### config.mk
export PLATFORM = sky130hd
export DESIGN_NAME = freq_recovery_wdog
export DESIGN_NICKNAME = d
export VERILOG_FILES = /design/src/rtl/wdr_pkg.sv /design/src/rtl/wdr_history.sv /design/src/rtl/wdr_timer.sv /design/src/rtl/wdr_pulse.sv /design/src/rtl/freq_recovery_wdog.sv
export SDC_FILE = /design/constraint.sdc
export NUM_CORES = 1
export LEC_CHECK = 0
export ABC_AREA = 1
export BUFFER_PORTS_ARGS = -buffer_cell sky130_fd_sc_hd__clkbuf_2
export CAP_MARGIN = 20
export CORE_MARGIN = 5
export CORE_UTILIZATION = 50
export DETAILED_ROUTE_END_ITERATION = 10
export PLACE_DENSITY = 0.69
export RECOVER_POWER = 25
export SKIP_CTS_REPAIR_TIMING = 1
export SLEW_MARGIN = 5
export SYNTH_ARGS = -nofsm -noshare
export SYNTH_HDL_FRONTEND = slang
export SYNTH_SLANG_ARGS = --single-unit
### constraint.sdc
create_clock -name clk -period 1.81 [get_ports clk]
set_input_delay 0.0905 -clock clk [delete_from_list [all_inputs] [get_ports clk]]
set_output_delay 0.0905 -clock clk [all_outputs]
set_load 0.02 [all_outputs]
### src/rtl/wdr_pkg.sv
package wdr_pkg;
  typedef enum logic [1:0] {
    WD_IDLE   = 2'd0,
    WD_SETTLE = 2'd1,
    WD_RUN    = 2'd2
  } wd_state_e;
endpackage

### src/rtl/wdr_history.sv
// Two-deep software frequency history; the head is the effective code.
module wdr_history #(
  parameter int FS_W = 4
) (
  input  logic            clk,
  input  logic            rst,
  input  logic [FS_W-1:0] hw_fs,
  input  logic [FS_W-1:0] sw_fs,
  input  logic            fs_go,
  input  logic            expire,
  input  logic            revert_sel,
  output logic [FS_W-1:0] fs_cur
);
  logic [FS_W-1:0] cur_q, prev_q;

  always_ff @(posedge clk) begin
    if (rst) begin
      cur_q  <= hw_fs;
      prev_q <= hw_fs;
    end else if (expire) begin
      cur_q  <= revert_sel ? prev_q : hw_fs;
    end else if (fs_go) begin
      prev_q <= cur_q;
      cur_q  <= sw_fs;
    end
  end

  assign fs_cur = cur_q;
endmodule

### src/rtl/wdr_timer.sv
// Settling window and seconds counter; flags expiry for one cycle.
module wdr_timer
  import wdr_pkg::*;
#(
  parameter int TO_W      = 4,
  parameter int TPS       = 1000,
  parameter int SETTLE_MS = 6
) (
  input  logic            clk,
  input  logic            rst,
  input  logic            tick,
  input  logic [TO_W-1:0] to_code,
  input  logic            fs_go,
  input  logic            div_go,
  output logic            expire,
  output logic            armed
);
  localparam int MS_W = (TPS > 1) ? $clog2(TPS) : 1;

  wd_state_e       st_q;
  logic [MS_W-1:0] ms_q;
  logic [TO_W-1:0] sec_q, to_q;
  logic            settle_done;
  logic            to_zero, to_new, last_ms, last_sec;

  generate
    if (SETTLE_MS > 0) begin : g_settle
      localparam int SW = (SETTLE_MS > 1) ? $clog2(SETTLE_MS) : 1;
      logic [SW-1:0] set_q;
      always_ff @(posedge clk) begin
        if (rst || st_q != WD_SETTLE || div_go) set_q <= '0;
        else if (tick)                          set_q <= set_q + SW'(1);
      end
      assign settle_done = tick && (set_q == SW'(SETTLE_MS - 1));
    end else begin : g_nosettle
      assign settle_done = 1'b1;
    end
  endgenerate

  assign to_zero  = (to_code == '0);
  assign to_new   = (to_code != to_q) && !to_zero;
  assign last_ms  = (ms_q == MS_W'(TPS - 1));
  assign last_sec = (sec_q == to_code - TO_W'(1));
  assign expire   = (st_q == WD_RUN) && tick && last_ms && last_sec &&
                    !to_zero && !fs_go && !div_go && !to_new;
  assign armed    = (st_q != WD_IDLE);

  always_ff @(posedge clk) begin
    if (rst) to_q <= '0;
    else     to_q <= to_code;
  end

  always_ff @(posedge clk) begin
    if (rst) begin
      st_q  <= WD_IDLE;
      ms_q  <= '0;
      sec_q <= '0;
    end else if (to_zero) begin
      st_q <= WD_IDLE;
    end else if (fs_go) begin
      st_q  <= WD_RUN;
      ms_q  <= '0;
      sec_q <= '0;
    end else if (div_go) begin
      st_q <= WD_SETTLE;
    end else begin
      case (st_q)
        WD_SETTLE: if (settle_done) begin
          st_q  <= WD_RUN;
          ms_q  <= '0;
          sec_q <= '0;
        end
        WD_RUN: begin
          if (to_new) begin
            ms_q  <= '0;
            sec_q <= '0;
          end else if (tick) begin
            if (last_ms) begin
              ms_q <= '0;
              if (last_sec) st_q <= WD_IDLE;
              else          sec_q <= sec_q + TO_W'(1);
            end else begin
              ms_q <= ms_q + MS_W'(1);
            end
          end
        end
        default: st_q <= WD_IDLE;
      endcase
    end
  end
endmodule

### src/rtl/wdr_pulse.sv
// Fixed-width active-low reset pulse measured in ticks.
module wdr_pulse #(
  parameter int PULSE_MS = 6
) (
  input  logic clk,
  input  logic rst,
  input  logic tick,
  input  logic expire,
  output logic rst_n
);
  localparam int CW = (PULSE_MS > 1) ? $clog2(PULSE_MS) : 1;
  logic [CW-1:0] cnt_q;
  logic          rst_n_q;

  always_ff @(posedge clk) begin
    if (rst) begin
      rst_n_q <= 1'b1;
      cnt_q   <= '0;
    end else if (expire) begin
      rst_n_q <= 1'b0;
      cnt_q   <= '0;
    end else if (!rst_n_q && tick) begin
      if (cnt_q == CW'(PULSE_MS - 1)) rst_n_q <= 1'b1;
      else                            cnt_q   <= cnt_q + CW'(1);
    end
  end

  assign rst_n = rst_n_q;
endmodule

### src/rtl/freq_recovery_wdog.sv
module freq_recovery_wdog #(
  parameter int FS_W           = 4,
  parameter int TO_W           = 4,
  parameter int TICKS_PER_SEC  = 1000,
  parameter int PULSE_MS       = 6,
  parameter int SETTLE_MS      = 6
) (
  input  logic            clk,
  input  logic            rst,
  input  logic            ms_tick,
  input  logic [TO_W-1:0] to_code,
  input  logic            revert_sel,
  input  logic [FS_W-1:0] sw_fs,
  input  logic            sw_fs_wr,
  input  logic            div_wr,
  input  logic [FS_W-1:0] hw_fs,
  output logic [FS_W-1:0] fs_out,
  output logic            to_flag,
  output logic            rst_n_out
);
  logic expire, armed, flag_q;

  wdr_timer #(.TO_W(TO_W), .TPS(TICKS_PER_SEC), .SETTLE_MS(SETTLE_MS)) timer_i (
    .clk(clk), .rst(rst), .tick(ms_tick), .to_code(to_code),
    .fs_go(sw_fs_wr), .div_go(div_wr), .expire(expire), .armed(armed)
  );

  wdr_history #(.FS_W(FS_W)) hist_i (
    .clk(clk), .rst(rst), .hw_fs(hw_fs), .sw_fs(sw_fs), .fs_go(sw_fs_wr),
    .expire(expire), .revert_sel(revert_sel), .fs_cur(fs_out)
  );

  wdr_pulse #(.PULSE_MS(PULSE_MS)) pulse_i (
    .clk(clk), .rst(rst), .tick(ms_tick), .expire(expire), .rst_n(rst_n_out)
  );

  always_ff @(posedge clk) begin
    if (rst)                 flag_q <= 1'b0;
    else if (to_code == '0)  flag_q <= 1'b0;
    else if (expire)         flag_q <= 1'b1;
  end

  assign to_flag = flag_q;
endmodule

==> flow_summary.ini, run 1 <==
[global_routing]
grt_start_max_net_pins = 14
grt-ovfl-total = 0
antenna_found_initial = 0
grt_usage_pct = 16.7
grt_pass1_vias = 1904
grt_pass1_wl_microns = 8240

[sta]
rsz0062_at_grt = true
tightest_slew_ns = 0.385
hold_violations = 0
relSlewSlack_pct = 74.2
finalSetupViolations = 0
max_freq_ghz = 0.612
slew_violations = 0
fin_skew_ns = 0.00379
timing.final.crit_share_pct = 90.2
final.min_clock_period_ns = 1.63

[placed_design]
dp_cells = 401
dp_hpwl_microns = 3590
numPortBuffers = 23
placed_cell_area_sq_um = 2450
gp_congestion = 0.856

[floorplan]
initial_utilization_pct = 51.2
ios = 24
dieArea_sq_um = 5890
die_w_microns = 76.8
die_y_microns = 76.8
rows = 24
core_area_sq_um = 4350

[logic_synthesis]
synthCells = 322
async_flop_share_pct = 0
synth_area_leaders = dfxtp_1 25%, nand2_1 15%, edfxtp_1 11%, inv_1 7.4%, nor2_1 6.7%
ys_seq_area_share_pct = 35.9
netlist_area_sq_um = 2230
synth_top_area_share_pct = 25.2
synth-edff-count = 8
netlist.top_cell.by_area = dfxtp_1
synth_flop_cell = dfxtp_1
synth_most_common_cell = nand2_1
synth_common_cells = 90 x nand2_1, 44 x inv_1, 40 x nor2_1
synth-seq-cells = 36
syn_area_per_cell_sq_um = 6.92
ys_types = 36
yosys_warnings = 0
synth_fp_nets = 348

[power]
ir_drop_mv = 0.415
p_leak_nw = 1.26
powerDensity_nw_per_um2 = 696

[layout]
area_delta_synth_final_pct = 14.8
layout.nets = 382
utilization_pct = 58.7
n_antenna_cell = 0
nFillCells = 415
fin_area_sq_um = 2560
drive_gt1_share_pct = 19.4
stdcell_count = 408

[clock_tree]
clk_pin_slew_ns = 0.07
clock_path_buffers = 2
cts-root-buf = clkbuf_8
htreeDepth = 2
cts_made_buffers = 5
worstSkewPairLatency_ns = 0.28
cts_sinks = 36
cts_tree = yes

[routing]
final_antenna_net_count = 0
first_pass_iters = 4
drt_wl_total_microns = 4590
routedWlPerCell_microns = 11.2
viasPerCell = 5.00
drtIter0Drc = 145
num_vias = 2042
route.detailed.drc = 0

[min_path]
hold_class = input pin to register

[status]
outcome = finished, final reports clean

[critical_path]
critPathRequiredTime_ns = 2.03
path_max_fanout = 8
critPathSlowestCell = dfxtp_1
cp_cell_sequence = inv_1 -> ha_1 -> nand3_1 -> nand2_1 -> o21ai_2 -> a21oi_4 -> nand2_4 -> buf_4 -> o21ai_0 -> nor3b_2
end_kind = register
path_delay_family = simple AND/OR/NAND/NOR gates
cp_slowest_stage_delay_ns = 0.32
worstSetupPathType = register to register
startpoint_type = register
cp_data_arrival_time_ns = 1.85
critPathBufInv = 2

[flow_run]
max_cap_viol_count = 0
[cell usage in the layout, fill, tap and decap left out, types with 2 or more instances in the layout]
cell type,Yosys,final
o21ai_0,3,3
nor3_1,5,4
xor2_1,6,6
or2_2,5,5
dfxtp_2,0,3
edfxtp_1,8,8
xnor2_1,3,3
ha_1,8,8
clkbuf_1,2,3
nand2_2,3,2
inv_2,3,4
a21oi_1,13,13
nand3_1,27,27
clkbuf_8,0,7
dfxtp_1,28,25
nand3b_1,2,2
nand4_1,6,6
nor2_2,5,7
buf_4,1,9
nor3_2,1,2
inv_1,44,43
nand2_4,2,3
clkbuf_2,0,20
mux2i_1,4,4
nand2_1,90,90
nor2_1,40,38
[state kept, by name (all words and copies together), names as in the netlist]
name                    cells
timer_i.ms_q               10
hist_i.fs_cur               4
hist_i.prev_q               4
timer_i.sec_q               4
timer_i.to_q                4
pulse_i.cnt_q               3
timer_i.g_settle.set_q      3
timer_i.st_q                2
pulse_i.rst_n               1
to_flag                     1
[worst reg2reg max path: stages (launching register included)]
cell	delay, ns
dfxtp_1	0.32
inv_1	0.06
ha_1	0.13
nand3_1	0.08
nand2_1	0.13
o21ai_2	0.08
a21oi_4	0.18
nand2_4	0.13
buf_4	0.17
o21ai_0	0.13
nor3b_2	0.16
[metrics by stage]
step	setup WS [ns]	total power [mW]	hold slack (ns)	TNS, ns
5_1_grt	-0.0180	1.89	0.0833	-0.0264
2_1_floorplan	0.236	1.10	0.169	0
3_3_place_gp	0.0940	1.18	0.373	0
6_report	0.177	1.78	0.0806	0
4_1_cts	0.0897	1.80	0.0685	0
3_5_place_dp	0.0242	1.18	0.376	0
[layout make-up]
type                       count  area [sq um]  area share [%]
timing repair buffer          32           179            7.00
inverter                      48           180            7.05
multi-input combinational    233          1230            48.2
clock buffer                   7          96.3            3.77
sequential                    36           805            31.5
tap                           52          65.1            2.54
[routing by layer]
layer  vias up  part of all wire, %  global-route usage (%)
li1       1080                    -                       -
met1       926                   48                    21.7
met2        32                   48                    27.2
met3         4                  3.1                    4.68
met4         0                 0.87                    3.67
met5         -                    0                       0
[worst paths after layout]
path / start / to / slack (ns) / depth (start not counted)
max: timer_i.g_settle.set_q[1] / timer_i.ms_q[2] / 0.18 / 10
min: sw_fs_wr / timer_i.st_q[0] / 0.08 / 2
max reg2reg: timer_i.g_settle.set_q[1] / timer_i.ms_q[2] / 0.18 / 10
min reg2reg: to_flag / to_flag / 0.45 / 2
[kinds of logic after synthesis]
logic type               count (synthesis)  share of synthesized area, %
flip-flops                              36                          35.9
buffers and inverters                   53                          9.43
adder cells (fa/ha/maj)                  8                          4.49
XOR/XNOR                                 9                          3.54
AND/OR/NAND/NOR                        191                          39.1
AO/OA/AOI/OAI                           21                          5.67
multiplexers                             4                          1.80
[where the power goes]
| group | internal, mW | total [mW] | switching [mW] |
|---|---|---|---|
| Combinational | 0.106 | 0.280 | 0.175 |
| Sequential | 0.864 | 0.891 | 0.0267 |
| Clock | 0.339 | 0.610 | 0.271 |
| Total | 1.31 | 1.78 | 0.472 |
(Power assumes the default switching activity.)
==> run 2, diff against run 1 <==
--- a/config.mk
+++ b/config.mk
@@ -11,10 +11,11 @@
 export CORE_MARGIN = 5
 export CORE_UTILIZATION = 50
 export DETAILED_ROUTE_END_ITERATION = 10
-export PLACE_DENSITY = 0.69
+export PLACE_DENSITY = 0.68
 export RECOVER_POWER = 25
 export SKIP_CTS_REPAIR_TIMING = 1
 export SLEW_MARGIN = 5
 export SYNTH_ARGS = -nofsm -noshare
 export SYNTH_HDL_FRONTEND = slang
+export SYNTH_HIERARCHICAL = 1
 export SYNTH_SLANG_ARGS = --single-unit
==> flow_summary.ini, run 2 <==
[status]
outcome = finished, final reports clean

[layout]
layout_commonest_cell = nand2_1
utilization_pct = 63.4
n_antenna_cell = 0
area_delta_synth_final_pct = 25.1
layout_common_cells = 108 x nand2_1, 57 x inv_1, 54 x nor2_1
drive_gt1_share_pct = 25.5
largest_reg_flops = 10
top_register = timer_i/ms_q
layout.nets = 444
stdcell_count = 473

[routing]
routedWlPerCell_microns = 10.6
drtIter0Drc = 105
num_vias = 2273
final_antenna_net_count = 0
route.detailed.drc = 0
first_pass_iters = 4
viasPerCell = 4.81
drt_wl_total_microns = 5020

[sta]
fin_skew_ns = 0.00788
rsz0062_at_grt = true
slew_violations = 0
finalSetupViolations = 0
max_freq_ghz = 0.561
final.min_clock_period_ns = 1.78
hold_violations = 0
tightest_slew_ns = 0.388
relSlewSlack_pct = 73.9
timing.final.crit_share_pct = 98.4

[floorplan]
ios = 24
rows = 25
core_area_sq_um = 4630
die_y_microns = 78.5
die_w_microns = 78.5
initial_utilization_pct = 50.7
dieArea_sq_um = 6160

[critical_path]
cp_data_arrival_time_ns = 1.94
path_delay_family = simple AND/OR/NAND/NOR gates
crit_top_cell = nor4_4
worstSetupPathType = register to register
startpoint_type = register
critPathRequiredTime_ns = 1.97
critPathSlowestCell = dfxtp_2
path_max_fanout = 4
cp_slowest_stage_delay_ns = 0.35
critPathBufInv = 2
rrSetupSlack_ns = 0.03
cp_cell_sequence = ha_4 -> nand2_4 -> nor4_4 -> nand4_1 -> nor4_4 -> buf_4 -> inv_1 -> nor2_4 -> nand3_2 -> nand2_1
end_kind = register

[clock_tree]
worstSkewPairLatency_ns = 0.29
htreeDepth = 2
clock_path_buffers = 2
cts-root-buf = clkbuf_8
cts_tree = yes
cts_sinks = 36
clk_pin_slew_ns = 0.08
cts_made_buffers = 5

[placed_design]
numPortBuffers = 23
dp_cells = 462
dp_hpwl_microns = 3830
gp_congestion = 0.842

[power]
ir_drop_mv = 0.402
powerDensity_nw_per_um2 = 657
p_leak_nw = 1.44

[logic_synthesis]
synthCells = 367
yosys_warnings = 6
netlist_area_sq_um = 2350
syn_area_per_cell_sq_um = 6.40
synth_fp_nets = 393

[flow_run]
max_cap_viol_count = 0

[global_routing]
antenna_found_initial = 0
grt_pass1_wl_microns = 8600
grt_usage_pct = 17.0
grt-ovfl-total = 0
grt_pass1_vias = 1994
grt_start_max_net_pins = 14

[min_path]
hold_class = input pin to register
run 2: power by group:
group / leakage, nW / internal, mW / switching (mW)
combinational: 1.07 / 0.130 / 0.216
sequential: 0.313 / 0.862 / 0.0203
clock: 0.0552 / 0.409 / 0.291
run 2: cell type report:
cell class	instances	area, sq um
Tap cell	54	67.6
Multi-Input combinational cell	263	1410
Sequential cell	36	807
Clock buffer	6	72.6
Fill cell	436	1690
Inverter	65	249
Timing Repair Buffer	47	295
Clock inverter	2	35.0
run 2: path summary, 6_finish.rpt:
path                             startpoint                        end  depth (start not counted)
setup / recovery            timer_i/ms_q[1]           hist_i/fs_cur[2]                         10
hold / removal                     sw_fs_wr            timer_i/st_q[0]                          2
setup reg to reg            timer_i/ms_q[1]           hist_i/fs_cur[2]                         10
hold reg to reg   timer_i/g_settle.set_q[2]  timer_i/g_settle.set_q[2]                          2
run 2: metrics by stage:
stage | power [mW] | area (sq um) | setup TNS (ns) | setup slack, ns | hold WS (ns)
2_1_floorplan | 1.12 | 2380 | -0.0663 | -0.0166 | 0.169
3_3_place_gp | 1.22 | 2700 | -1.23 | -0.117 | 0.335
3_5_place_dp | 1.22 | 2700 | -1.74 | -0.209 | 0.336
4_1_cts | 1.93 | 2810 | -2.06 | -0.242 | 0.0315
5_1_grt | 2.04 | 2940 | -0.218 | -0.0630 | 0.0396
6_report | 1.93 | 2940 | 0 | 0.0287 | 0.0394
run 2: per-layer routing:
layer / global-route usage (%) / vias up / wire [microns]
met2: 27.7 / 33 / 2360
met4: 4.72 / 0 / 74
met3: 4.01 / 7 / 189
met5: 0 / - / 0
met1: 22.4 / 1002 / 2400
li1: - / 1231 / -
==> run 3, diff against run 2 <==
--- a/config.mk
+++ b/config.mk
@@ -9,9 +9,9 @@
 export BUFFER_PORTS_ARGS = -buffer_cell sky130_fd_sc_hd__clkbuf_2
 export CAP_MARGIN = 20
 export CORE_MARGIN = 5
-export CORE_UTILIZATION = 50
+export CORE_UTILIZATION = 41
 export DETAILED_ROUTE_END_ITERATION = 10
-export PLACE_DENSITY = 0.68
+export PLACE_DENSITY = 0.58
 export RECOVER_POWER = 25
 export SKIP_CTS_REPAIR_TIMING = 1
 export SLEW_MARGIN = 5
==> constraint.sdc (replaced) <==
create_clock -name clk -period 1.81 [get_ports clk]
set_input_delay 0 -clock clk [delete_from_list [all_inputs] [get_ports clk]]
set_output_delay 0 -clock clk [all_outputs]
set_load 0.02 [all_outputs]
==> flow_summary.ini, run 3 (synthesis gave the netlist of run 2 again) <==
[status]
outcome = finished, violations left
violations = hold timing

[floorplan]
die_w_microns = 85.7
ios = 24
core_area_sq_um = 5540
rows = 27
die_y_microns = 85.7
dieArea_sq_um = 7340
initial_utilization_pct = 42.4

[sta]
fin_skew_ns = 0.00369
final.min_clock_period_ns = 1.69
hold_violations = 1
relSlewSlack_pct = 75.8
finalSetupViolations = 0
timing.final.crit_share_pct = 93.3
tightest_slew_ns = 0.360
whs_ns = -0.00171
max_freq_ghz = 0.592
slew_violations = 0
rsz0062_at_grt = true
worst_slack_ns = 0.122

[layout]
fin_area_sq_um = 2910
n_antenna_cell = 0
largest_reg_flops = 10
layout_commonest_cell = nand2_1
layout.nets = 445
top_register = timer_i/ms_q
layout_common_cells = 108 x nand2_1, 56 x inv_1, 53 x nor2_1
area_delta_synth_final_pct = 23.8
nFillCells = 583
drive_gt1_share_pct = 23.1

[critical_path]
worstSetupPathType = register to register
critPathRequiredTime_ns = 1.85
path_max_fanout = 5
end_kind = register
cp_data_arrival_time_ns = 1.73
startpoint_type = register

[routing]
drt_wl_total_microns = 5130
num_vias = 2219
routedWlPerCell_microns = 10.4
route.detailed.drc = 0
final_antenna_net_count = 0
viasPerCell = 4.51
drtIter0Drc = 92
first_pass_iters = 4

[clock_tree]
cts-root-buf = clkbuf_8
htreeDepth = 2
cts_tree = yes
clock_path_buffers = 2
worstSkewPairLatency_ns = 0.28
clk_pin_slew_ns = 0.07
cts_made_buffers = 5
cts_sinks = 36

[placed_design]
dp_slack_ns = -0.202
numPortBuffers = 23
placed_cell_area_sq_um = 2730
gp_congestion = 0.868
dp_hpwl_microns = 4030

[global_routing]
grt_usage_pct = 14.8
grt_pass1_wl_microns = 8800
grt_start_max_net_pins = 14
grt-ovfl-total = 0
antenna_found_initial = 0
grt_pass1_vias = 2052

[power]
total_power_mw = 1.81
ir_drop_mv = 0.405
powerDensity_nw_per_um2 = 624
p_leak_nw = 1.41

[min_path]
hold_class = input pin to register

[flow_run]
max_cap_viol_count = 0
-- run 3: changes by cell type in the layout (fill, tap and decap cells not counted), sizes merged --
| cell | previous run | this run |
|---|---|---|
| dlygate4sd3 | 0 | 3 |
| bufinv | 1 | 0 |
| clkinv | 2 | 3 |
| buf | 24 | 22 |
-- run 3: metrics by stage --
| stage | utilization, % | instances | setup TNS (ns) |
|---|---|---|---|
| 4_1_cts | 50.9 | 488 | -1.49 |
| 2_1_floorplan | - | 367 | -0.0663 |
| 5_1_grt | 52.4 | 492 | -0.0485 |
| 6_report | 52.4 | 492 | 0 |
| 3_3_place_gp | 49.2 | 480 | -0.445 |
| 3_5_place_dp | 49.2 | 480 | -1.35 |
-- run 3: critical path, cell delays in order, from the launching register on --
cell,delay [ns]
dfxtp_1,0.35
xor2_1,0.14
nand2_1,0.08
nor2_2,0.12
nand2_2,0.09
nor4_4,0.24
buf_4,0.18
nor2_4,0.06
a21oi_1,0.13
nand2_1,0.06
-- run 3: path summary, 6_finish.rpt --
kind                                           startpoint                         to  slack (ns)  depth (start not counted)
worst max-delay path                     timer_i/sec_q[1]           hist_i/fs_cur[1]        0.12                          9
worst max register to register           timer_i/sec_q[1]           hist_i/fs_cur[1]        0.12                          9
worst min register to register  timer_i/g_settle.set_q[2]  timer_i/g_settle.set_q[2]        0.49                          2
worst min-delay path                             sw_fs[0]           hist_i/fs_cur[0]      -0.002                          3
-- run 3: routing by layer --
metal  share of wire, %  track usage (%)
met1                 50             19.4
met2                 45             23.9
met3                4.1             4.13
met4                1.1             3.88
met5                  0                0
-- run 3: final cells by class --
type / instances / area, sq um / share of cell area (%)
multi-input cells: 263 / 1360 / 46.9
well taps: 72 / 90.1 / 3.10
flip-flops and latches: 36 / 808 / 27.8
inverters: 65 / 246 / 8.48
clock inverters: 2 / 10.0 / 0.345
clock buffers: 6 / 82.6 / 2.84
repair buffers: 48 / 305 / 10.5
-- run 3: power by group --
part           leakage (nW)  total (mW)  switching [mW]  internal, mW
registers             0.313       0.882          0.0194         0.863
clock network        0.0510       0.588           0.284         0.304
logic                  1.05       0.343           0.214         0.129
total                  1.41        1.81           0.518          1.30
